## config.mk

```make
export PLATFORM = sky130hd
export DESIGN_NAME = board_reset_ctrl
export DESIGN_NICKNAME = d
export VERILOG_FILES = /design/src/rtl/brc_pkg.sv /design/src/rtl/brc_sync.sv /design/src/rtl/brc_seq.sv /design/src/rtl/brc_regs.sv /design/src/rtl/board_reset_ctrl.sv
export SDC_FILE = /design/constraint.sdc
export NUM_CORES = 1
export LEC_CHECK = 0
export BUFFER_PORTS_ARGS = -buffer_cell sky130_fd_sc_hd__clkbuf_2
export CORE_AREA = 2 2 80 82
export CTS_CLUSTER_DIAMETER = 60
export DETAILED_ROUTE_END_ITERATION = 10
export DIE_AREA = 0 0 82 84
export GPL_TIMING_DRIVEN = 0
export PLACE_DENSITY = 0.78
export SLEW_MARGIN = 20
export SYNTH_ARGS = -nofsm -noshare
export SYNTH_HDL_FRONTEND = slang
export SYNTH_SLANG_ARGS = --single-unit
```

## constraint.sdc

```tcl
create_clock -name clk -period 2.4 [get_ports clk]
set_input_delay 0.24 -clock clk [delete_from_list [all_inputs] [get_ports clk]]
set_output_delay 0.24 -clock clk [all_outputs]
set_load 0.005 [all_outputs]
```

## src/rtl/brc_pkg.sv

```systemverilog
package brc_pkg;

    // Start requests seen by the sequencer in one cycle
    typedef struct packed {
        logic go;
        logic btn;
        logic dbg;
    } trig_t;

    // Previous synchronized levels for fall detection
    typedef struct packed {
        logic btn;
        logic dbg;
    } edge_t;

endpackage

```

## src/rtl/brc_sync.sv

```systemverilog
module brc_sync #(
    parameter int             W       = 4,
    parameter logic [W-1:0]   RST_VAL = '1
) (
    input  logic         clk,
    input  logic         rst_n,
    input  logic [W-1:0] async_i,
    output logic [W-1:0] sync_o
);

    typedef struct packed {
        logic [W-1:0] s1;
        logic [W-1:0] s2;
    } sync_t;

    sync_t sync_d, sync_q;

    always_comb begin
        sync_d    = sync_q;
        sync_d.s1 = async_i;
        sync_d.s2 = sync_q.s1;
    end

    always_ff @(posedge clk or negedge rst_n) begin
        if (!rst_n) begin
            sync_q <= {RST_VAL, RST_VAL};
        end else begin
            sync_q <= sync_d;
        end
    end

    assign sync_o = sync_q.s2;

endmodule

```

## src/rtl/brc_seq.sv

```systemverilog
module brc_seq import brc_pkg::*; #(
    parameter int CW      = 8,
    parameter int LEAD    = 8,
    parameter int MIN_LEN = 16
) (
    input  logic          clk,
    input  logic          rst_n,
    input  trig_t         trig_i,
    input  logic [CW-1:0] len_cfg_i,
    output logic          start_o,
    output logic          busy_o,
    output logic          hrst_n_o,
    output logic          seq_trst_o,
    output logic          done_o
);

    localparam logic [CW-1:0] MIN_L  = CW'(MIN_LEN);
    localparam logic [CW-1:0] LEAD_L = CW'(LEAD);

    typedef struct packed {
        logic          busy;
        logic          tmode;
        logic          done;
        logic [CW-1:0] cnt;
        logic [CW-1:0] len;
    } seq_t;

    seq_t          seq_d, seq_q;
    logic [CW-1:0] len_eff;

    always_comb begin
        len_eff = (len_cfg_i < MIN_L) ? MIN_L : len_cfg_i;
        seq_d      = seq_q;
        seq_d.done = 1'b0;
        start_o    = 1'b0;
        if (!seq_q.busy) begin
            if (trig_i.go || trig_i.btn || trig_i.dbg) begin
                start_o     = 1'b1;
                seq_d.busy  = 1'b1;
                seq_d.tmode = trig_i.go || trig_i.btn;
                seq_d.cnt   = '0;
                seq_d.len   = len_eff;
            end
        end else if (seq_q.cnt == seq_q.len - CW'(1)) begin
            seq_d.busy = 1'b0;
            seq_d.done = 1'b1;
        end else begin
            seq_d.cnt = seq_q.cnt + CW'(1);
        end
    end

    always_ff @(posedge clk or negedge rst_n) begin
        if (!rst_n) begin
            seq_q <= '0;
        end else begin
            seq_q <= seq_d;
        end
    end

    assign busy_o     = seq_q.busy;
    assign hrst_n_o   = ~seq_q.busy;
    assign done_o     = seq_q.done;
    assign seq_trst_o = seq_q.busy && seq_q.tmode && (seq_q.cnt < seq_q.len - LEAD_L);


    done_pulse_chk: assert property (@(posedge clk) disable iff (!rst_n)
        done_o |=> !done_o);


    release_done_chk: assert property (@(posedge clk) disable iff (!rst_n)
        $rose(hrst_n_o) |-> done_o);


    trst_start_chk: assert property (@(posedge clk) disable iff (!rst_n)
        (start_o && (trig_i.go || trig_i.btn)) |=> (!hrst_n_o && seq_trst_o));


    trst_first_chk: assert property (@(posedge clk) disable iff (!rst_n)
        $rose(hrst_n_o) |-> !$past(seq_trst_o));


    dbg_no_trst_chk: assert property (@(posedge clk) disable iff (!rst_n)
        (start_o && !trig_i.go && !trig_i.btn) |=> !seq_trst_o);

endmodule

```

## src/rtl/brc_regs.sv

```systemverilog
module brc_regs #(
    parameter int NCFG    = 4,
    parameter int DW      = 8,
    parameter int AW      = 3,
    parameter int LEN_IDX = 1,
    parameter int LEN_RST = 64
) (
    input  logic               clk,
    input  logic               por_n,
    input  logic               clr_i,
    input  logic               go_clr_i,
    input  logic               wr_en_i,
    input  logic [AW-1:0]      wr_addr_i,
    input  logic [DW-1:0]      wr_data_i,
    output logic [NCFG*DW-1:0] cfg_o,
    output logic [DW-1:0]      aux_o,
    output logic               go_o,
    output logic [DW-1:0]      len_o
);

    function automatic logic [NCFG-1:0][DW-1:0] rst_vals();
        logic [NCFG-1:0][DW-1:0] r;
        r          = '0;
        r[LEN_IDX] = DW'(LEN_RST);
        return r;
    endfunction

    localparam logic [NCFG-1:0][DW-1:0] CFG_RST = rst_vals();

    typedef struct packed {
        logic [NCFG-1:0][DW-1:0] cfg;
        logic [DW-1:0]           aux;
    } bank_t;

    bank_t bank_d, bank_q;

    always_comb begin
        bank_d = bank_q;
        for (int i = 0; i < NCFG; i++) begin
            if (wr_en_i && wr_addr_i == AW'(i)) begin
                bank_d.cfg[i] = wr_data_i;
            end
        end
        if (wr_en_i && wr_addr_i == AW'(NCFG)) begin
            bank_d.aux = wr_data_i;
        end
        if (clr_i) begin
            bank_d.cfg = CFG_RST;
        end
        if (go_clr_i) begin
            bank_d.cfg[0][0] = 1'b0;
        end
    end

    always_ff @(posedge clk or negedge por_n) begin
        if (!por_n) begin
            bank_q <= '{cfg: CFG_RST, aux: '0};
        end else begin
            bank_q <= bank_d;
        end
    end

    assign cfg_o = bank_q.cfg;
    assign aux_o = bank_q.aux;
    assign go_o  = bank_q.cfg[0][0];
    assign len_o = bank_q.cfg[LEN_IDX];


    aux_hold_chk: assert property (@(posedge clk) disable iff (!por_n)
        !(wr_en_i && wr_addr_i == AW'(NCFG)) |=> $stable(aux_o));


    clr_apply_chk: assert property (@(posedge clk) disable iff (!por_n)
        clr_i |=> (cfg_o == CFG_RST));


    go_drop_chk: assert property (@(posedge clk) disable iff (!por_n)
        go_clr_i |=> !go_o);

endmodule

```

## src/rtl/board_reset_ctrl.sv

```systemverilog
module board_reset_ctrl import brc_pkg::*; #(
    parameter  int NCFG      = 4,
    parameter  int DW        = 8,
    parameter  int HOLD_DEF  = 64,
    parameter  int TRST_LEAD = 8,
    parameter  int MIN_HOLD  = 16,
    localparam int AW        = $clog2(NCFG + 1)
) (
    input  logic               clk,
    input  logic               por_n,
    input  logic               gen_rst_n,
    input  logic               btn_rst_n,
    input  logic               dbg_hrst_n,
    input  logic               ext_trst_n,
    input  logic               wdog_exp,
    input  logic               wr_en,
    input  logic [AW-1:0]      wr_addr,
    input  logic [DW-1:0]      wr_data,
    output logic               cpu_hrst_n,
    output logic               cpu_trst_n,
    output logic               seq_done,
    output logic [NCFG*DW-1:0] cfg_flat,
    output logic [DW-1:0]      aux_reg
);

    localparam int NSYNC = 4;

    logic [NSYNC-1:0] raw_n, sync_n;
    logic             btn_s, dbg_s, gen_s, ext_s;
    edge_t            edge_d, edge_q;
    trig_t            trig;
    logic             go_bit, clr_cfg, go_clr;
    logic             seq_start, seq_busy, seq_trst;
    logic [DW-1:0]    len_cfg;

    assign raw_n = {ext_trst_n, gen_rst_n, dbg_hrst_n, btn_rst_n};

    brc_sync #(.W(NSYNC), .RST_VAL({NSYNC{1'b1}})) u_sync (
        .clk     (clk),
        .rst_n   (por_n),
        .async_i (raw_n),
        .sync_o  (sync_n)
    );

    assign btn_s = sync_n[0];
    assign dbg_s = sync_n[1];
    assign gen_s = sync_n[2];
    assign ext_s = sync_n[3];

    always_comb begin
        edge_d     = edge_q;
        edge_d.btn = btn_s;
        edge_d.dbg = dbg_s;
        trig.go    = go_bit;
        trig.btn   = edge_q.btn & ~btn_s;
        trig.dbg   = edge_q.dbg & ~dbg_s;
    end

    always_ff @(posedge clk or negedge por_n) begin
        if (!por_n) begin
            edge_q <= '1;
        end else begin
            edge_q <= edge_d;
        end
    end

    assign clr_cfg = ~gen_s | ~dbg_s | wdog_exp;
    assign go_clr  = seq_busy | seq_start;

    brc_seq #(.CW(DW), .LEAD(TRST_LEAD), .MIN_LEN(MIN_HOLD)) u_seq (
        .clk        (clk),
        .rst_n      (por_n),
        .trig_i     (trig),
        .len_cfg_i  (len_cfg),
        .start_o    (seq_start),
        .busy_o     (seq_busy),
        .hrst_n_o   (cpu_hrst_n),
        .seq_trst_o (seq_trst),
        .done_o     (seq_done)
    );

    brc_regs #(.NCFG(NCFG), .DW(DW), .AW(AW), .LEN_IDX(1), .LEN_RST(HOLD_DEF)) u_regs (
        .clk       (clk),
        .por_n     (por_n),
        .clr_i     (clr_cfg),
        .go_clr_i  (go_clr),
        .wr_en_i   (wr_en),
        .wr_addr_i (wr_addr),
        .wr_data_i (wr_data),
        .cfg_o     (cfg_flat),
        .aux_o     (aux_reg),
        .go_o      (go_bit),
        .len_o     (len_cfg)
    );

    assign cpu_trst_n = ~(seq_trst | ~ext_s);

endmodule

```

# Word-level counts from Yosys, hierarchy flattened
# Cells that the tools add are included.
classes:
  n_eq_ne: 6
  mux: 17
  addsub: 3
  n_bitwise: 12
  n_reduce_logical: 18
  order_cmp: 2
op_table:
  columns: ["operator", "n"]
  rows:
  - ["$mux 8", 7]
  - ["$mux 32", 1]
  - ["$mux 16", 1]
  - ["$reduce_bool 2->1", 5]
  - ["$add 8x1->8 const B", 1]
  - ["$eq 8x8->1", 1]
  - ["$lt 8x5->1 const B", 1]
  - ["$lt 8x8->1", 1]
  - ["$sub 8x1->8 const B", 1]
  - ["$sub 8x4->8 const B", 1]
  - ["$logic_and 1x1->1", 7]
  - ["$mux 1", 7]
  - ["$eq 3x2->1 const B", 2]
  - ["$not 1->1", 6]
  - ["$or 1x1->1", 4]
  - ["$reduce_and 2->1", 2]
  - ["$eq 3x1->1 const B", 1]
  - ["$eq 3x3->1 const B", 1]
  - ["$logic_not 3->1", 1]
  - ["$reduce_bool 3->1", 1]
  - ["$and 1x1->1", 2]
  - ["$logic_or 1x1->1", 2]
  - ["$mux 2", 1]
  - ["$ne 2x2->1 const B", 1]
totals:
  output_inout_bits: 43
  inputBits: 19
  word_cells: 73
  ff_bits: 69

# Depth between registers and ports, before layout
depth:
  depth_word: 8
  mapped_depth: 9
  depth_no_buf: 8

# By module
# A second synthesis with hierarchy kept.
unflattened:
  hier_cells: 311
  area_unflattened_um2: 3498.4
by_module_without_submodules:
  columns: ["module", "instances", "cells_each", "area_each_um2", "seq_area_each_um2"]
  rows:
  - ["brc_regs", 1, 148, 1861.8, 1002.2]
  - ["brc_seq", 1, 148, 1341.3, 475.5]
  - ["brc_sync", 1, 8, 210.2, 210.2]
  - ["board_reset_ctrl", 1, 7, 85.1, 52.6]

# Worst setup path before layout
# Ideal clock, no wire load.
synth_timing:
  path_kind: "register -> register"
  startpoint: "reg u_seq.seq_q[0] in the netlist's numbering"
  endpoint: "reg u_seq.seq_q[15] in the netlist's numbering"
  setup_slack_ps: 164
  setup_ps: 90
  arrival_ps: 2146
  path_buffers: 1
  required_ps: 2310
  period_less_slack_ps: 2236
  path_stages_with_launch: 9
  cell_sequence: "dfrtp_1 > inv_1 > ha_1 > xnor2_1 > or3_1 > a2111o_1 > o31a_1 > buf_6 > o221ai_1"
synth_between:
  elab_chain_len: 4
synth_rtl:
  columns: ["item", "line_no", "source"]
  rows:
  - ["start, declared", "brc_seq.sv:28", "seq_t seq_d, seq_q;"]
  - ["start signal, assigned", "brc_seq.sv:56", "seq_q <= seq_d;"]
  - ["$sub 8x1->8", "brc_seq.sv:44", "end else if (seq_q.cnt == seq_q.len - CW'(1)) begin"]
  - ["$eq 8x8->1", "brc_seq.sv:44", null]
  - ["$ne 2x2->1 (no source line)", null, null]
  - ["$reduce_and 2->1 (no source line)", null, null]
# Every way passes these cells.
# A chain may end at the register's enable or synchronous reset.

# Worst setup path in the final report
# Same ends and word-level chain as after synthesis.

==> flow_summary_export.csv <==
group,metric,value,unit
status,run_status,"completed",
worst_setup_path,cp.buffers_inverters,2,
clock_tree,worst_skew_pair.late_latency,0.35,ns
floorplanning,die_h,84,um
worst_setup_path,timing.critical_path.from_type,"flop",
run,max-cap-violations,0,
layout,layout.filler_cells,488,
global_route,grt.overflow.total,0,
global_route,first_global_vias,2540,
sta,finalWorstPathRequiredPeriod,2.29,ns
yosys,synth_enable_flop_cells,0,
clock_tree,clkTransAtPathRegs,0.08,ns
sta,share_of_the_clock_period_used_by_the_worst_path_after_layout,95.4,%
worst_setup_path,critical_path.max_fanout,9,
yosys,synthesized_area_fraction_occupied_by_and_or_nand_nor_cells,16.1,%
drt,drt.antenna.violating_nets,0,
yosys,synth.ff_latch_count,69,
yosys,async_reset_ff_share,100,%
yosys,synth-xor-area-share,2.70,%
worst_setup_path,timing_worst_setup_path_type,"flop to flop",
global_route,global_route_wire_length_before_repair,12000,um
worst_setup_path,crit_required,2.67,ns
floorplanning,num_io_pins,62,
worst_setup_path,r2r-start,"u_seq.seq_q[0]",
yosys,synthFlopType,"sky130_fd_sc_hd__dfrtp_1",
min_path,hold_path.class,"primary input to flop",
yosys,syn_nets,348,
global_route,maximum_number_of_pins_on_one_net_before_global_route_repair,52,
drt,drtIter0Drc,132,
worst_setup_path,worstPathCellList,"inv_2 -> ha_1 -> xnor2_1 -> or3_1 -> a2111o_1 -> o31a_1 -> buf_6 -> o221ai_1",
yosys,synth-adder-area-share,4.62,%
yosys,syn_inst,317,
yosys,dominant_combinational_cell_family_by_area_after_synthesis,"simple AND/OR/NAND/NOR gates",
yosys,postSynthAreaPerCell,10.2,um^2
sta,max_slew_violations,0,
placed_design,io_buffer_count,61,
clock_tree,cts_buffers,9,
sta,transition_time_at_the_pin_with_the_least_slew_margin,0.820,ns
pwr,leakagePower,1.87,nW
placed_design,place.detailed.instances,456,
worst_setup_path,crit_arrival,2.55,ns
layout,area_growth_syn_to_layout,24.3,%
worst_setup_path,crit_slowest_cell,"sky130_fd_sc_hd__dfrtp_1",
global_route,antenna_violations_before_repair,0,
layout,final_core_util,66.2,%
sta,slew-limit-headroom,45.1,%
sta,clock-skew-final,0.00944,ns
worst_setup_path,cp_slowest_stage_delay,0.44,ns
min_path,min_to,"u_regs.cfg_o[1]",
pwr,max-vdd-ir-drop,0.000563,V
floorplanning,floorplan.initialDensity,53.3,%
floorplanning,die_w,82,um
clock_tree,htree_levels,3,
pwr,powerDensity,869,nW/um^2
layout,share_of_layout_cells_above_drive_strength_1,29.8,%
sta,fmax,437,MHz
yosys,synthMuxAreaShare,5.86,%
sta,rsz0062_at_grt,"false",
yosys,synth_compound_gate_area_share,12.8,%
global_route,track_usage,23.1,%
yosys,mappedNetlistArea,3250,um^2
worst_setup_path,worst_path_dominant_cell_family,"compound AO/OA/AOI/OAI gates",
drt,detail_route.wirelength,7220,um
placed_design,place_congestion,0.840,
placed_design,place.detailed.hpwl,5180,um
drt,iteration_count_of_the_initial_detailed_routing_pass,4,
drt,wire_per_inst,15.0,um
drt,vias_per_cell,5.25,
floorplanning,placementRows,29,
clock_tree,cts_tree,"yes",
clock_tree,cts.sink_count,69,
worst_setup_path,reg2reg_depth,8,
min_path,hold_path_startpoint,"wr_data[1]",
sta,setup_violations,0,
drt,drc,0,
yosys,synth-seq-area-share,53.6,%
worst_setup_path,timing.rr.end,"u_seq.seq_q[15]",
worst_setup_path,r2r_setup_slk,0.11,ns
drt,number_of_vias_after_detailed_routing,2519,
layout,diodes,0,
sta,final_hold_violation_count,0,
layout,final_cells,480,
worst_setup_path,worstSetupEndpointType,"flop",
floorplanning,design.core.area,6100,um^2
yosys,synthesis.yosys.warnings,0,
worst_setup_path,cp_num_cells,8,
sta,final.setup.tns,0,ns
min_path,min_path_cells,3,
yosys,distinct_cell_type_count_of_the_synthesized_netlist,48,
layout,num-nets-final,429,
floorplanning,die-area,6890,um^2
clock_tree,clockRootBuffer,"sky130_fd_sc_hd__clkbuf_8",
clock_tree,max-clock-path-buffers,2,
## report_power, final
part	switching [mW]	internal, mW	total (mW)
combinational	0.471	0.422	0.893
clock	0.468	0.695	1.16
sequential	0.152	1.30	1.45
## cell type report
| type | count | area (um^2) | share of cell area [%] |
|---|---|---|---|
| clock inverters | 7 | 123 | 3.04 |
| multi-input cells | 216 | 1400 | 34.7 |
| flip-flops and latches | 69 | 1740 | 43.2 |
| well taps | 77 | 96.3 | 2.39 |
| plain buffers | 12 | 63.8 | 1.58 |
| inverters | 20 | 77.6 | 1.92 |
| repair buffers | 70 | 408 | 10.1 |
| clock buffers | 9 | 124 | 3.07 |
## repair_timing
action | 4_1_cts | 5_1_grt
hold buffers | 5 | 0
pin swaps | 1 | 0
hold endpoints to repair | 14 | 0
buffers inserted | 2 | 1
setup endpoints to repair | 8 | 9
resized for setup | 3 | 7
cloned | 0 | 0
## logic make-up after synthesis
| group | after synthesis |
|---|---|
| AOI/OAI and AO/OA | 61 |
| xor gates and xnor gates | 10 |
| adders and majority gates | 12 |
| buffers and inverters | 32 |
| DFF | 69 |
| muxes | 18 |
| and+or+nand+nor | 115 |
## state kept, by name, indices dropped and copies added (netlist names)
register / cells
u_seq.done_o: 1
u_regs.len_o: 8
u_regs.cfg_o: 24
u_seq.seq_q: 17
u_sync.sync_o: 4
u_sync.sync_d: 4
u_seq.busy_o: 1
u_regs.aux_o: 8
edge_q: 2
## how the worst max path moves through the flow
stage                               from         endpoint
after floorplan           u_seq.seq_q[0]  u_seq.seq_q[15]
after global placement    u_seq.seq_q[0]  u_seq.seq_q[15]
after detailed placement  u_seq.seq_q[0]  u_seq.seq_q[15]
after CTS                 u_seq.seq_q[3]       cpu_trst_n
after global routing      u_seq.seq_q[3]       cpu_trst_n
final                     u_seq.seq_q[0]  u_seq.seq_q[15]
## worst register-to-register path: stages (launching register included)
cell and delay (ns):
sky130_fd_sc_hd__dfrtp_1 0.44, sky130_fd_sc_hd__inv_2 0.07, sky130_fd_sc_hd__ha_1 0.31, sky130_fd_sc_hd__xnor2_1 0.12, sky130_fd_sc_hd__or3_1 0.30, sky130_fd_sc_hd__a2111o_1 0.37, sky130_fd_sc_hd__o31a_1 0.28, sky130_fd_sc_hd__buf_6 0.15
sky130_fd_sc_hd__o221ai_1 0.17
## cell usage in the layout, fill, tap and decap left out, types with 8 or more instances in the layout
master and instances:
sky130_fd_sc_hd__a21oi_1 26, sky130_fd_sc_hd__clkbuf_1 9, sky130_fd_sc_hd__clkbuf_2 60, sky130_fd_sc_hd__clkbuf_8 9
sky130_fd_sc_hd__dfrtp_1 57, sky130_fd_sc_hd__dfstp_2 11, sky130_fd_sc_hd__ha_1 11, sky130_fd_sc_hd__inv_1 18
sky130_fd_sc_hd__mux2_2 8, sky130_fd_sc_hd__mux2i_1 10, sky130_fd_sc_hd__nand2_1 65, sky130_fd_sc_hd__nand3_1 8
sky130_fd_sc_hd__nor2_1 14, sky130_fd_sc_hd__o21ai_0 9
## Yosys cell counts (2+ instances only)
cell | count | area, um^2
sky130_fd_sc_hd__nand2_1 | 65 | 244
sky130_fd_sc_hd__nor2_1 | 14 | 52.6
sky130_fd_sc_hd__nor2b_1 | 4 | 25.0
sky130_fd_sc_hd__o2111ai_1 | 4 | 35.0
sky130_fd_sc_hd__nand3_1 | 8 | 40.0
sky130_fd_sc_hd__a21oi_1 | 27 | 135
sky130_fd_sc_hd__o221ai_2 | 2 | 30.0
sky130_fd_sc_hd__o21ai_0 | 9 | 45.0
sky130_fd_sc_hd__dfstp_2 | 11 | 289
sky130_fd_sc_hd__mux2_2 | 8 | 90.1
sky130_fd_sc_hd__nand3b_1 | 4 | 30.0
sky130_fd_sc_hd__clkbuf_1 | 9 | 33.8
sky130_fd_sc_hd__dfrtp_1 | 58 | 1450
sky130_fd_sc_hd__xor2_1 | 4 | 35.0
sky130_fd_sc_hd__ha_1 | 12 | 150
sky130_fd_sc_hd__buf_6 | 2 | 22.5
sky130_fd_sc_hd__or3_1 | 2 | 12.5
sky130_fd_sc_hd__a21o_1 | 2 | 15.0
sky130_fd_sc_hd__mux2i_1 | 10 | 100
sky130_fd_sc_hd__xnor2_1 | 6 | 52.6
sky130_fd_sc_hd__nor3_1 | 5 | 25.0
sky130_fd_sc_hd__inv_1 | 20 | 75.1
sky130_fd_sc_hd__o221ai_1 | 3 | 26.3
sky130_fd_sc_hd__and3_1 | 4 | 25.0
## layer usage
layer  routed length (um)  track usage [%]  up-vias  share of wire [%]
met2                 3480             35.3       72                 48
met3                  407             6.28       14                5.6
li1                     -                -     1248                  -
met1                 3170             30.1     1185                 44
met4                  165             11.4        0                2.3
met5                    0                0        -                  0
## per-stage QoR
step | setup WS, ns | hold slack (ns) | power [mW] | instance area [um^2]
floorplan | 0.164 | -0.0556 | 2.04 | 3250
global placement | 0.00860 | 0.330 | 2.27 | 3650
detailed placement | -0.0385 | 0.168 | 2.31 | 3680
CTS | 0.0568 | 0.172 | 3.48 | 3990
global route | 0.00619 | 0.200 | 3.70 | 4040
finish | 0.111 | 0.193 | 3.51 | 4040
Power figures use the tool's default switching activity.
